==> src/rtl/dref_pkg.sv <==
package dref_pkg;

  typedef enum logic [2:0] {
    ST_PWR,   // power-up pause, strobes idle
    ST_CAS,   // CBR: CAS low, RAS high
    ST_RAS,   // CBR: CAS and RAS low
    ST_PRE,   // normal precharge
    ST_IDLE,  // bus released
    ST_SCAS,  // self-refresh entry: CAS first
    ST_SELF,  // self refresh: RAS and CAS held low
    ST_SPRE   // long precharge after self refresh
  } seq_st_e;

  function automatic int unsigned ns_to_cyc(input int unsigned ns,
                                            input int unsigned period_ns);
    int unsigned c;
    c = (ns + period_ns - 1) / period_ns;
    return (c == 0) ? 1 : c;
  endfunction

  function automatic int unsigned max_u(input int unsigned a, input int unsigned b);
    return (a > b) ? a : b;
  endfunction

  function automatic logic ras_on(input seq_st_e s);
    return (s == ST_RAS) || (s == ST_SELF);
  endfunction

  function automatic logic cas_on(input seq_st_e s);
    return (s == ST_CAS) || (s == ST_RAS) || (s == ST_SCAS) || (s == ST_SELF);
  endfunction

endpackage

==> src/rtl/dref_phase_timer.sv <==
module dref_phase_timer #(
  parameter int unsigned W       = 8,
  parameter int unsigned RST_VAL = 0
) (
  input  logic         clk,
  input  logic         rst_n,
  input  logic         load,
  input  logic [W-1:0] load_val,
  output logic         expired
);
  logic [W-1:0] cnt_q;

  always_ff @(posedge clk or negedge rst_n) begin
    if (!rst_n)             cnt_q <= W'(RST_VAL);
    else if (load)          cnt_q <= load_val;
    else if (cnt_q != '0)   cnt_q <= cnt_q - 1'b1;
  end

  assign expired = (cnt_q == '0);
endmodule

==> src/rtl/dref_interval.sv <==
module dref_interval #(
  parameter int unsigned TICK_CYC = 780,
  parameter int unsigned OWED_MAX = 8
) (
  input  logic                             clk,
  input  logic                             rst_n,
  input  logic                             run,
  input  logic                             clear,
  input  logic                             served,
  output logic [$clog2(OWED_MAX+1)-1:0]    owed,
  output logic                             saturated
);
  localparam int unsigned TW = $clog2(TICK_CYC + 1);
  localparam int unsigned OW = $clog2(OWED_MAX + 1);

  logic [TW-1:0] tcnt_q;
  logic          tick;
  logic          inc, dec;

  assign tick = run && (tcnt_q == TW'(TICK_CYC - 1));

  always_ff @(posedge clk or negedge rst_n) begin
    if (!rst_n)      tcnt_q <= '0;
    else if (clear)  tcnt_q <= '0;
    else if (run)    tcnt_q <= tick ? '0 : tcnt_q + 1'b1;
  end

  assign inc = tick && (owed != OW'(OWED_MAX));
  assign dec = served && (owed != '0);

  always_ff @(posedge clk or negedge rst_n) begin
    if (!rst_n)           owed <= '0;
    else if (clear)       owed <= '0;
    else if (inc && !dec) owed <= owed + 1'b1;
    else if (dec && !inc) owed <= owed - 1'b1;
  end

  assign saturated = (owed == OW'(OWED_MAX));

  // the debt never passes its ceiling
  assert_owed_bound_R4: assert property (@(posedge clk) disable iff (!rst_n)
    owed <= OW'(OWED_MAX))
    else $error("owed count above ceiling");

  // the debt moves by one step at a time, or is cleared
  assert_owed_step_R4: assert property (@(posedge clk) disable iff (!rst_n)
    (owed != $past(owed)) |->
      ((owed == $past(owed) + 1) || (owed + 1 == $past(owed)) || (owed == '0)))
    else $error("owed count jumped");
endmodule

==> src/rtl/dref_strobe_drv.sv <==
module dref_strobe_drv
  import dref_pkg::*;
#(
  parameter logic [1:0] STROBE_USE = 2'b11
) (
  input  logic       clk,
  input  logic       rst_n,
  input  seq_st_e    nxt,
  output logic       ras_n,
  output logic [1:0] cas_n,
  output logic       busy
);
  always_ff @(posedge clk or negedge rst_n) begin
    if (!rst_n) begin
      ras_n <= 1'b1;
      busy  <= 1'b1;
    end else begin
      ras_n <= !ras_on(nxt);
      busy  <= (nxt != ST_IDLE);
    end
  end

  for (genvar g = 0; g < 2; g++) begin : g_lane
    if (STROBE_USE[g]) begin : g_used
      logic lane_q;
      always_ff @(posedge clk or negedge rst_n) begin
        if (!rst_n) lane_q <= 1'b1;
        else        lane_q <= !cas_on(nxt);
      end
      assign cas_n[g] = lane_q;
    end else begin : g_idle
      assign cas_n[g] = 1'b1;
    end
  end
endmodule

==> src/rtl/dref_sequencer.sv <==
module dref_sequencer
  import dref_pkg::*;
#(
  parameter int unsigned CLK_PERIOD_NS = 20,
  parameter int unsigned PWRUP_NS      = 200_000,
  parameter int unsigned TREF_NS       = 15_600,
  parameter int unsigned CSR_NS        = 5,
  parameter int unsigned RAS_NS        = 60,
  parameter int unsigned RP_NS         = 40,
  parameter int unsigned RPS_NS        = 110,
  parameter int unsigned SELF_MIN_NS   = 100_000,
  parameter int unsigned INIT_CYCLES   = 8,
  parameter int unsigned OWED_MAX      = 8,
  parameter logic [1:0]  STROBE_USE    = 2'b11
) (
  input  logic clk,
  input  logic rst_n,
  input  logic grant,
  input  logic self_req,
  output logic refresh_req,
  output logic refresh_urgent,
  output logic init_done,
  output logic busy,
  output logic ras_n,
  output logic cas_lo_n,
  output logic cas_hi_n
);
  localparam int unsigned PWR_CYC      = ns_to_cyc(PWRUP_NS, CLK_PERIOD_NS);
  localparam int unsigned TREF_CYC     = ns_to_cyc(TREF_NS, CLK_PERIOD_NS);
  localparam int unsigned CSR_CYC      = ns_to_cyc(CSR_NS, CLK_PERIOD_NS);
  localparam int unsigned RAS_CYC      = ns_to_cyc(RAS_NS, CLK_PERIOD_NS);
  localparam int unsigned RP_CYC       = ns_to_cyc(RP_NS, CLK_PERIOD_NS);
  localparam int unsigned RPS_CYC      = ns_to_cyc(RPS_NS, CLK_PERIOD_NS);
  localparam int unsigned SELF_MIN_CYC = ns_to_cyc(SELF_MIN_NS, CLK_PERIOD_NS);
  localparam int unsigned LONGEST      = max_u(max_u(PWR_CYC, SELF_MIN_CYC),
                                               max_u(RPS_CYC, RAS_CYC));
  localparam int unsigned TW           = $clog2(LONGEST + 1);
  localparam int unsigned IW           = $clog2(INIT_CYCLES + 1);
  localparam int unsigned OW           = $clog2(OWED_MAX + 1);

  seq_st_e       state_q, state_d;
  logic          tmr_load, expired;
  logic [TW-1:0] tmr_val;
  logic [IW-1:0] init_cnt_q;
  logic          init_done_q;
  logic [OW-1:0] owed;
  logic          saturated;
  logic [1:0]    cas_n;

  // named internal events
  logic refresh_served, init_step, init_last, self_span, start_cycle;

  assign init_step      = (state_q == ST_PRE) && expired && !init_done_q;
  assign init_last      = init_step && (init_cnt_q == IW'(INIT_CYCLES - 1));
  assign refresh_served = (state_q == ST_PRE) && expired && init_done_q;
  assign self_span      = (state_q == ST_SCAS) || (state_q == ST_SELF) ||
                          (state_q == ST_SPRE);
  assign start_cycle    = (state_q == ST_IDLE) && (state_d != ST_IDLE);

  dref_phase_timer #(.W(TW), .RST_VAL(PWR_CYC - 1)) u_timer (
    .clk(clk), .rst_n(rst_n), .load(tmr_load), .load_val(tmr_val),
    .expired(expired)
  );

  dref_interval #(.TICK_CYC(TREF_CYC), .OWED_MAX(OWED_MAX)) u_interval (
    .clk(clk), .rst_n(rst_n), .run(init_done_q && !self_span),
    .clear(self_span), .served(refresh_served), .owed(owed),
    .saturated(saturated)
  );

  always_comb begin
    state_d  = state_q;
    tmr_load = 1'b0;
    tmr_val  = '0;
    unique case (state_q)
      ST_PWR: if (expired) begin
        state_d = ST_CAS;  tmr_load = 1'b1; tmr_val = TW'(CSR_CYC - 1);
      end
      ST_CAS: if (expired) begin
        state_d = ST_RAS;  tmr_load = 1'b1; tmr_val = TW'(RAS_CYC - 1);
      end
      ST_RAS: if (expired) begin
        state_d = ST_PRE;  tmr_load = 1'b1; tmr_val = TW'(RP_CYC - 1);
      end
      ST_PRE: if (expired) begin
        if (init_step && !init_last) begin
          state_d = ST_CAS; tmr_load = 1'b1; tmr_val = TW'(CSR_CYC - 1);
        end else begin
          state_d = ST_IDLE;
        end
      end
      ST_IDLE: begin
        if (grant && self_req) begin
          state_d = ST_SCAS; tmr_load = 1'b1; tmr_val = TW'(CSR_CYC - 1);
        end else if (grant && (owed != '0)) begin
          state_d = ST_CAS;  tmr_load = 1'b1; tmr_val = TW'(CSR_CYC - 1);
        end
      end
      ST_SCAS: if (expired) begin
        state_d = ST_SELF; tmr_load = 1'b1; tmr_val = TW'(SELF_MIN_CYC - 1);
      end
      ST_SELF: if (expired && !self_req) begin
        state_d = ST_SPRE; tmr_load = 1'b1; tmr_val = TW'(RPS_CYC - 1);
      end
      ST_SPRE: if (expired) state_d = ST_IDLE;
      default: state_d = ST_IDLE;
    endcase
  end

  always_ff @(posedge clk or negedge rst_n) begin
    if (!rst_n) begin
      state_q     <= ST_PWR;
      init_cnt_q  <= '0;
      init_done_q <= 1'b0;
    end else begin
      state_q <= state_d;
      if (init_step)  init_cnt_q  <= init_cnt_q + 1'b1;
      if (init_last)  init_done_q <= 1'b1;
    end
  end

  dref_strobe_drv #(.STROBE_USE(STROBE_USE)) u_drv (
    .clk(clk), .rst_n(rst_n), .nxt(state_d), .ras_n(ras_n), .cas_n(cas_n),
    .busy(busy)
  );

  assign cas_lo_n       = cas_n[0];
  assign cas_hi_n       = cas_n[1];
  assign init_done      = init_done_q;
  assign refresh_req    = init_done_q && ((owed != '0) || self_req);
  assign refresh_urgent = init_done_q && saturated;

  // ---------------------------------------------------------------- checks
  localparam int unsigned RW = $clog2(SELF_MIN_CYC + 2);
  logic [RW-1:0] ras_low_run;

  always_ff @(posedge clk or negedge rst_n) begin
    if (!rst_n)                            ras_low_run <= '0;
    else if (ras_n)                        ras_low_run <= '0;
    else if (ras_low_run != RW'(SELF_MIN_CYC + 1)) ras_low_run <= ras_low_run + 1'b1;
  end

  assert_pause_quiet_R1: assert property (@(posedge clk) disable iff (!rst_n)
    (state_q == ST_PWR) |-> (ras_n && cas_lo_n && cas_hi_n && busy && !init_done))
    else $error("strobe active during power-up pause");

  assert_cas_leads_ras_R3: assert property (@(posedge clk) disable iff (!rst_n)
    $fell(ras_n) |-> ((!cas_lo_n || !cas_hi_n) && $past(!cas_lo_n || !cas_hi_n)))
    else $error("RAS fell without CAS already low");

  assert_cas_with_ras_R3: assert property (@(posedge clk) disable iff (!rst_n)
    $rose(ras_n) |-> (cas_lo_n && cas_hi_n))
    else $error("CAS still low after RAS rose");

  assert_urgent_req_R5: assert property (@(posedge clk) disable iff (!rst_n)
    refresh_urgent |-> refresh_req)
    else $error("urgent without request");

  assert_start_granted_R6: assert property (@(posedge clk) disable iff (!rst_n)
    (init_done && $past(init_done) && $fell(cas_lo_n && cas_hi_n)) |-> $past(grant))
    else $error("cycle started without grant");

  assert_self_hold_R8: assert property (@(posedge clk) disable iff (!rst_n)
    ((state_q == ST_SELF) && self_req) |=> !ras_n)
    else $error("self refresh left while still requested");

  assert_ras_window_R10: assert property (@(posedge clk) disable iff (!rst_n)
    $rose(ras_n) |-> ((ras_low_run == RW'(RAS_CYC)) ||
                      (ras_low_run >= RW'(SELF_MIN_CYC))))
    else $error("RAS low width in forbidden window");

  assert_start_idle_R6: assert property (@(posedge clk) disable iff (!rst_n)
    start_cycle |-> grant)
    else $error("idle exit without grant");
endmodule

==> config.mk <==
export PLATFORM = sky130hd
export DESIGN_NAME = dref_sequencer
export DESIGN_NICKNAME = d
export VERILOG_FILES = /design/src/rtl/dref_pkg.sv /design/src/rtl/dref_phase_timer.sv /design/src/rtl/dref_interval.sv /design/src/rtl/dref_strobe_drv.sv /design/src/rtl/dref_sequencer.sv
export SDC_FILE = /design/constraint.sdc
export NUM_CORES = 1
export LEC_CHECK = 0
export BUFFER_PORTS_ARGS = -buffer_cell sky130_fd_sc_hd__buf_2
export CAP_MARGIN = 20
export CORE_UTILIZATION = 35
export DETAILED_ROUTE_END_ITERATION = 6
export PLACE_DENSITY = 0.51
export SETUP_SLACK_MARGIN = 0.5
export SLEW_MARGIN = 20
export SYNTH_ARGS = -nofsm -noshare
export SYNTH_HDL_FRONTEND = slang
export SYNTH_SLANG_ARGS = --single-unit
==> constraint.sdc <==
create_clock -name clk -period 6.96 [get_ports clk]
set_input_delay 0.348 -clock clk [delete_from_list [all_inputs] [get_ports clk]]
set_output_delay 0.348 -clock clk [all_outputs]
set_load 0.01 [all_outputs]
* Word level (Yosys, flattened, before mapping)
Cells that the tools add are included.
** Operators by class
- Add/sub/neg operators :: 5
- Eq/ne operators :: 16
- Mux-type cells :: 31
- Reduce and logical (&&, ||, !) cells :: 39
** Operators by type and width (number)
- 13-bit one-hot mux with 4 select lines :: 1
- 3-bit 2-to-1 mux :: 11
- 10-bit 2-to-1 mux :: 3
- 14-bit 2-to-1 mux :: 2
- 3-bit one-hot mux with 8 select lines :: 1
- 3-bit equality test, second input constant :: 6
- 1-bit logical AND :: 16
- 14-bit logical NOT :: 1
- 14-bit nonzero test :: 1
- 14-bit by 1-bit subtractor with 14-bit output, second input constant :: 1
- 13-bit 2-to-1 mux :: 1
- 4-bit 2-to-1 mux :: 3
- 10-bit by 1-bit adder with 10-bit output, second input constant :: 1
- 10-bit equality test, second input constant :: 1
- 3-bit by 2-bit equality test with 1-bit output, second input constant :: 3
- 4-bit by 1-bit adder with 4-bit output, second input constant :: 2
- 1-bit logical NOT :: 8
- 1-bit logical OR :: 7
- 1-bit 2-to-1 mux :: 7
- 3-bit by 1-bit equality test with 1-bit output, second input constant :: 2
- 4-bit by 3-bit equality test with 1-bit output, second input constant :: 1
- 4-bit equality test, second input constant :: 1
- 4-bit inequality test, second input constant :: 1
- 1-bit one-hot mux with 4 select lines :: 1
- other kinds (8) :: 9
** Storage, ports and cells
- Bits in registers :: 39
- Output and inout port bits :: 7
- Word-level logic and storage cells :: 100

* Logic depth before layout (Yosys ltp)
- Word-level depth :: 14
- Mapped depth :: 13
- Gate-level depth less buffers :: 11

* Modules after synthesis
Synthesis repeated with hierarchy kept, for this count alone.
** Unflattened totals
- Cell total of the unflattened synthesis :: 240
- Area, all modules :: 2461.1 sq um
** By module, submodules not included
- dref_interval :: instances 1, cells each 91, area each 882.1 sq um, seq. area each 350.3 sq um
- dref_phase_timer :: instances 1, cells each 77, area each 835.8 sq um, seq. area each 360.3 sq um
- dref_sequencer :: instances 1, cells each 64, area each 624.3 sq um, seq. area each 200.2 sq um
- dref_strobe_drv :: instances 1, cells each 8, area each 118.9 sq um, seq. area each 78.8 sq um

* Worst setup path before layout
Ideal clock, no wire load.
- Path type :: register -> register
- Start :: register u_timer.cnt_q[0]
- End :: register u_interval.owed[3]
- Data arrival time :: 2.894 ns
- Data required time :: 6.883 ns
- Slack :: 3.989 ns
- Stages on the path, launching flop included :: 14
- Path buffers :: 2
- Clock period less this slack :: 2.971 ns
- Path through :: dfstp_2 inv_1 ha_1 nor3b_2 and4b_1 buf_2 buf_2 a211o_1 ha_1 a21o_2 a21oi_1 a2111o_1 a21o_1 a21oi_1
** Between the ends
- Longest elaborated chain between the ends :: 8
- Elaborated cells on any way between the ends :: 10
- Those cells by class :: 2 x mux; 8 x reduce/logical
** Ends and longest elaborated chain
- from (decl) :: RTL line dref_phase_timer.sv:11 : logic [W-1:0] cnt_q;
- from (signal assigned) :: RTL line dref_phase_timer.sv:14 : if (!rst_n) cnt_q <= W'(RST_VAL);
- from (signal assigned) :: RTL line dref_phase_timer.sv:15 : else if (load) cnt_q <= load_val;
- from (signal assigned) :: RTL line dref_phase_timer.sv:16 : else if (cnt_q != '0) cnt_q <= cnt_q - 1'b1;
- 14-bit logical NOT (*) :: RTL line dref_phase_timer.sv:19 : assign expired = (cnt_q == '0);
- 1-bit logical AND (*) (2 in a row) :: RTL line dref_sequencer.sv:55 : assign refresh_served = (state_q == ST_PRE) && expired && init_done_q;
- 1-bit logical AND (*) :: RTL line dref_interval.sv:29 : assign dec = served && (owed != '0);
- 1-bit logical NOT :: RTL line dref_interval.sv:34 : else if (inc && !dec) owed <= owed + 1'b1;
- 1-bit logical AND :: RTL line dref_interval.sv:34
- 4-bit 2-to-1 mux :: RTL line dref_interval.sv:34
- 4-bit 2-to-1 mux :: RTL line dref_interval.sv:33 : else if (clear) owed <= '0;
- to (signal assigned) :: RTL line dref_interval.sv:34
- to (signal assigned) :: RTL line dref_interval.sv:35 : else if (dec && !inc) owed <= owed - 1'b1;
- to (decl) :: RTL line dref_interval.sv:10 : output logic [$clog2(OWED_MAX+1)-1:0] owed,
Every way passes the cells marked *; elsewhere a longest branch is shown, timed or not.
A chain may end at the register's enable or synchronous reset.

* Worst setup path after layout
Same ends and word-level chain as after synthesis.

==> key figures <==
Critical path
  • Crit path DAT: 3.40 ns
  • Setup crit end kind: register
  • Critical Path Source Type: register
  • CP Max Fanout: 18
  • R2R Setup Slk: 3.79 ns
  • CP Class: reg -> reg
  • R2R depth: 11
  • WP data required: 7.19 ns

Placement
  • Post-DP HPWL: 3680 um
  • GP Congestion: 0.847
  • Worst slack, placed: 3.77 ns
  • PortBufs: 10

Clocking
  • # Post-CTS Setup Buffers: 0
  • CTS Buffer Depth: 2
  • Inserted Clock Buffers: 5
  • CTS clock-pin slew for the worst setup and hold paths: 0.08 ns
  • Resized Gates After CTS: 0
  • # H-tree levels: 2
  • Worst-Skew Late Latency: 0.29 ns
  • Cts hold-fix bufs: 0
  • CTS tree: built
  • Sink Count: 39
  • CTS Root Cell: clkbuf_8

Synthesis
  • Seq cells post-synth: 39
  • Ys flop type: dfrtp_1
  • Avg Inst Size Synth: 9.78 sq um
  • Post-synth ARST share: 1.00
  • Number of flops mapped to enable cells by yosys: 0
  • Seq/Total Area, Yosys: 0.398
  • Yosys warnings: 0
  • Gate count after technology mapping: 254
  • Synth cell types: 60
  • Synthesized area: 2480 sq um
  • Syn_nets: 268

Floorplan
  • DIE WIDTH: 86.2 um
  • Die area: 7440 sq um
  • Cell Rows: 30
  • Initial Util: 0.364
  • Num ports: 11
  • Core box area: 6830 sq um
  • Die Ht: 86.2 um

Final layout
  • # diodes: 0
  • Layout cells sized above 1: 0.193
  • Final Net Count: 277
  • Area grow syn2layout: 9.97%

Routing
  • First-pass DRT Iterations: 4
  • DRC viols: 0
  • Antenna-violating nets left: 0
  • Final WL: 5170 um
  • Via density: 5.23
  • Via count: 1881
  • Drt wl/cell: 14.4 um
  • Initial DRC Count: 60

GRT
  • Total gr overflow: 0
  • Total GRT Usage: 0.152
  • Largest net degree at the start of global routing: 40
  • Antenna violations before repair: 0
  • Global-route wire length before repair: 8840 um
  • Vias in the first global route: 1759

STA
  • F_max: 316 MHz
  • Setup ws final: 3.79 ns
  • RSZ-0062 raised after global routing: no
  • Setup_tns: 0 ns
  • Minimum clock period: 3.17 ns
  • Slew @ Worst Pin: 0.882 ns
  • Crit share post-route: 0.455
  • Max_slew headroom: 0.412
  • Clk_skew: 0.00860 ns
  • Final Hold Fails: 0
  • Final Setup Violations: 0
  • Final Slew Violations: 0

Outcome
  • Outcome: finished, final reports clean

Power
  • Power density over the cells: 306 nW/um^2
  • Max VDD drop: 0.000158 V
  • P_leak: 1.15 nW

Hold path
  • Tightest Hold Check Type: in -> async

Run
  • Max-cap violations: 0
==> worst max-delay path, cell delays in order, from the launching register on <==
cell       delay (ns)
dfstp_2          0.39
inv_1            0.09
ha_1             0.18
nor3b_2          0.40
and4b_1          0.68
a211o_1          0.26
ha_1             0.23
a21o_2           0.20
a21oi_1          0.18
o2111ai_1        0.15
a21o_1           0.21
a21oi_1          0.12
==> cell type report <==
cell class	count	area (sq um)
clock buffer	6	82.6
clock inverter	2	35.0
fill	702	4100
inverter	11	41.3
multi-input combinational	196	1410
sequential	39	990
tap	96	120
timing repair buffer	10	50.0
==> power by group <==
part	internal (mW)	switching (mW)
Combinational	0.117	0.168
Clock	0.116	0.0850
Sequential	0.293	0.0563
==> registers in the layout, summed over array words and instances (netlist names) <==
| signal | count |
|---|---|
| u_timer.cnt_q | 14 |
| u_interval.tcnt_q | 10 |
| u_drv.busy | 1 |
| init_done | 1 |
| u_drv.ras_n | 1 |
| state_q | 3 |
| u_interval.owed | 4 |
| init_cnt_q | 4 |
| u_drv.g_lane.g_used.lane_q | 1 |
==> kinds of logic (layout without fill, tap and decap cells) <==
| group | after synthesis | count (layout) | share of synthesized area |
|---|---|---|---|
| XOR/XNOR | 16 | 16 | 0.0564 |
| flip-flops | 39 | 39 | 0.398 |
| AND/OR/NAND/NOR | 98 | 98 | 0.234 |
| adder cells (fa/ha/maj) | 10 | 10 | 0.0534 |
| buffers and inverters | 19 | 29 | 0.0327 |
| multiplexers | 3 | 3 | 0.0136 |
| AO/OA/AOI/OAI | 69 | 69 | 0.211 |
==> per-layer routing <==
metal | up-vias | share of wire | wire (um) | track usage
met2 | 17 | 0.42 | 2200 | 0.221
met4 | 0 | 0.012 | 63 | 0.0515
met3 | 5 | 0.021 | 110 | 0.0324
met5 | - | 0 | 0 | 0
met1 | 895 | 0.54 | 2800 | 0.224
li1 | 964 | - | - | -
==> metrics by stage <==
stage                     utilization  instances  total power [mW]  area (sq um)  hold slack, ns
after CTS                       0.400        360             0.844          2730           0.213
final                           0.400        360             0.836          2730           0.176
after global routing            0.400        360             0.902          2730           0.248
after global placement          0.383        352             0.642          2610           0.461
after detailed placement        0.383        352             0.638          2610           0.455
after floorplan                     -        254             0.571          2480          0.0524
==> final timing paths <==
kind / endpoint / start
worst max-delay path: u_interval.owed[3] / u_timer.cnt_q[0]
worst min-delay path: init_cnt_q[1] / rst_n
worst max register to register: u_interval.owed[3] / u_timer.cnt_q[0]
worst min register to register: init_cnt_q[3] / init_cnt_q[3]
max in group asynchronous: init_cnt_q[0] / rst_n
min in group clk: init_cnt_q[3] / init_cnt_q[3]
==> layout by cell type, fill, tap and decap left out, drive strengths merged, types with 3 or more instances in the layout <==
master / n
dfrtp: 28
nand2: 23
o21ai: 20
nor2: 17
nor3: 16
a21oi: 12
inv: 11
dfstp: 11
buf: 10
xnor2: 9
ha: 9
xor2: 7
o2111ai: 6
nand3: 6
and3: 6
clkbuf: 6
a22o: 4
nor4: 4
o31ai: 4
a21o: 4
nor2b: 3
o211ai: 3
nand2b: 3
a31oi: 3
mux2: 3
a311oi: 3
or4: 3
==> cell usage after synthesis, types with 2 or more instances <==
cell,number,area (sq um)
a21boi_0,2,15.0
a21o_1,2,15.0
a21o_2,2,17.5
a21oi_1,11,55.1
a22o_1,4,35.0
a311oi_1,3,26.3
a31oi_1,3,18.8
and2_1,2,12.5
and3_1,6,37.5
buf_2,5,25.0
clkbuf_1,2,7.51
dfrtp_1,28,701
dfstp_2,11,289
ha_1,9,113
inv_1,11,41.3
mux2_2,3,33.8
nand2_1,23,86.3
nand2b_1,3,18.8
nand3_1,6,30.0
nand3b_1,2,15.0
nand4_1,2,12.5
nor2_1,16,60.1
nor2b_1,3,18.8
nor3_1,15,75.1
nor4_1,3,18.8
o2111ai_1,6,52.6
o211ai_1,3,22.5
o21ai_0,19,95.1
o31ai_1,3,22.5
or4_1,2,15.0
xnor2_1,9,78.8
xor2_1,7,61.3
No activity file was read; power rests on OpenSTA's default activity.
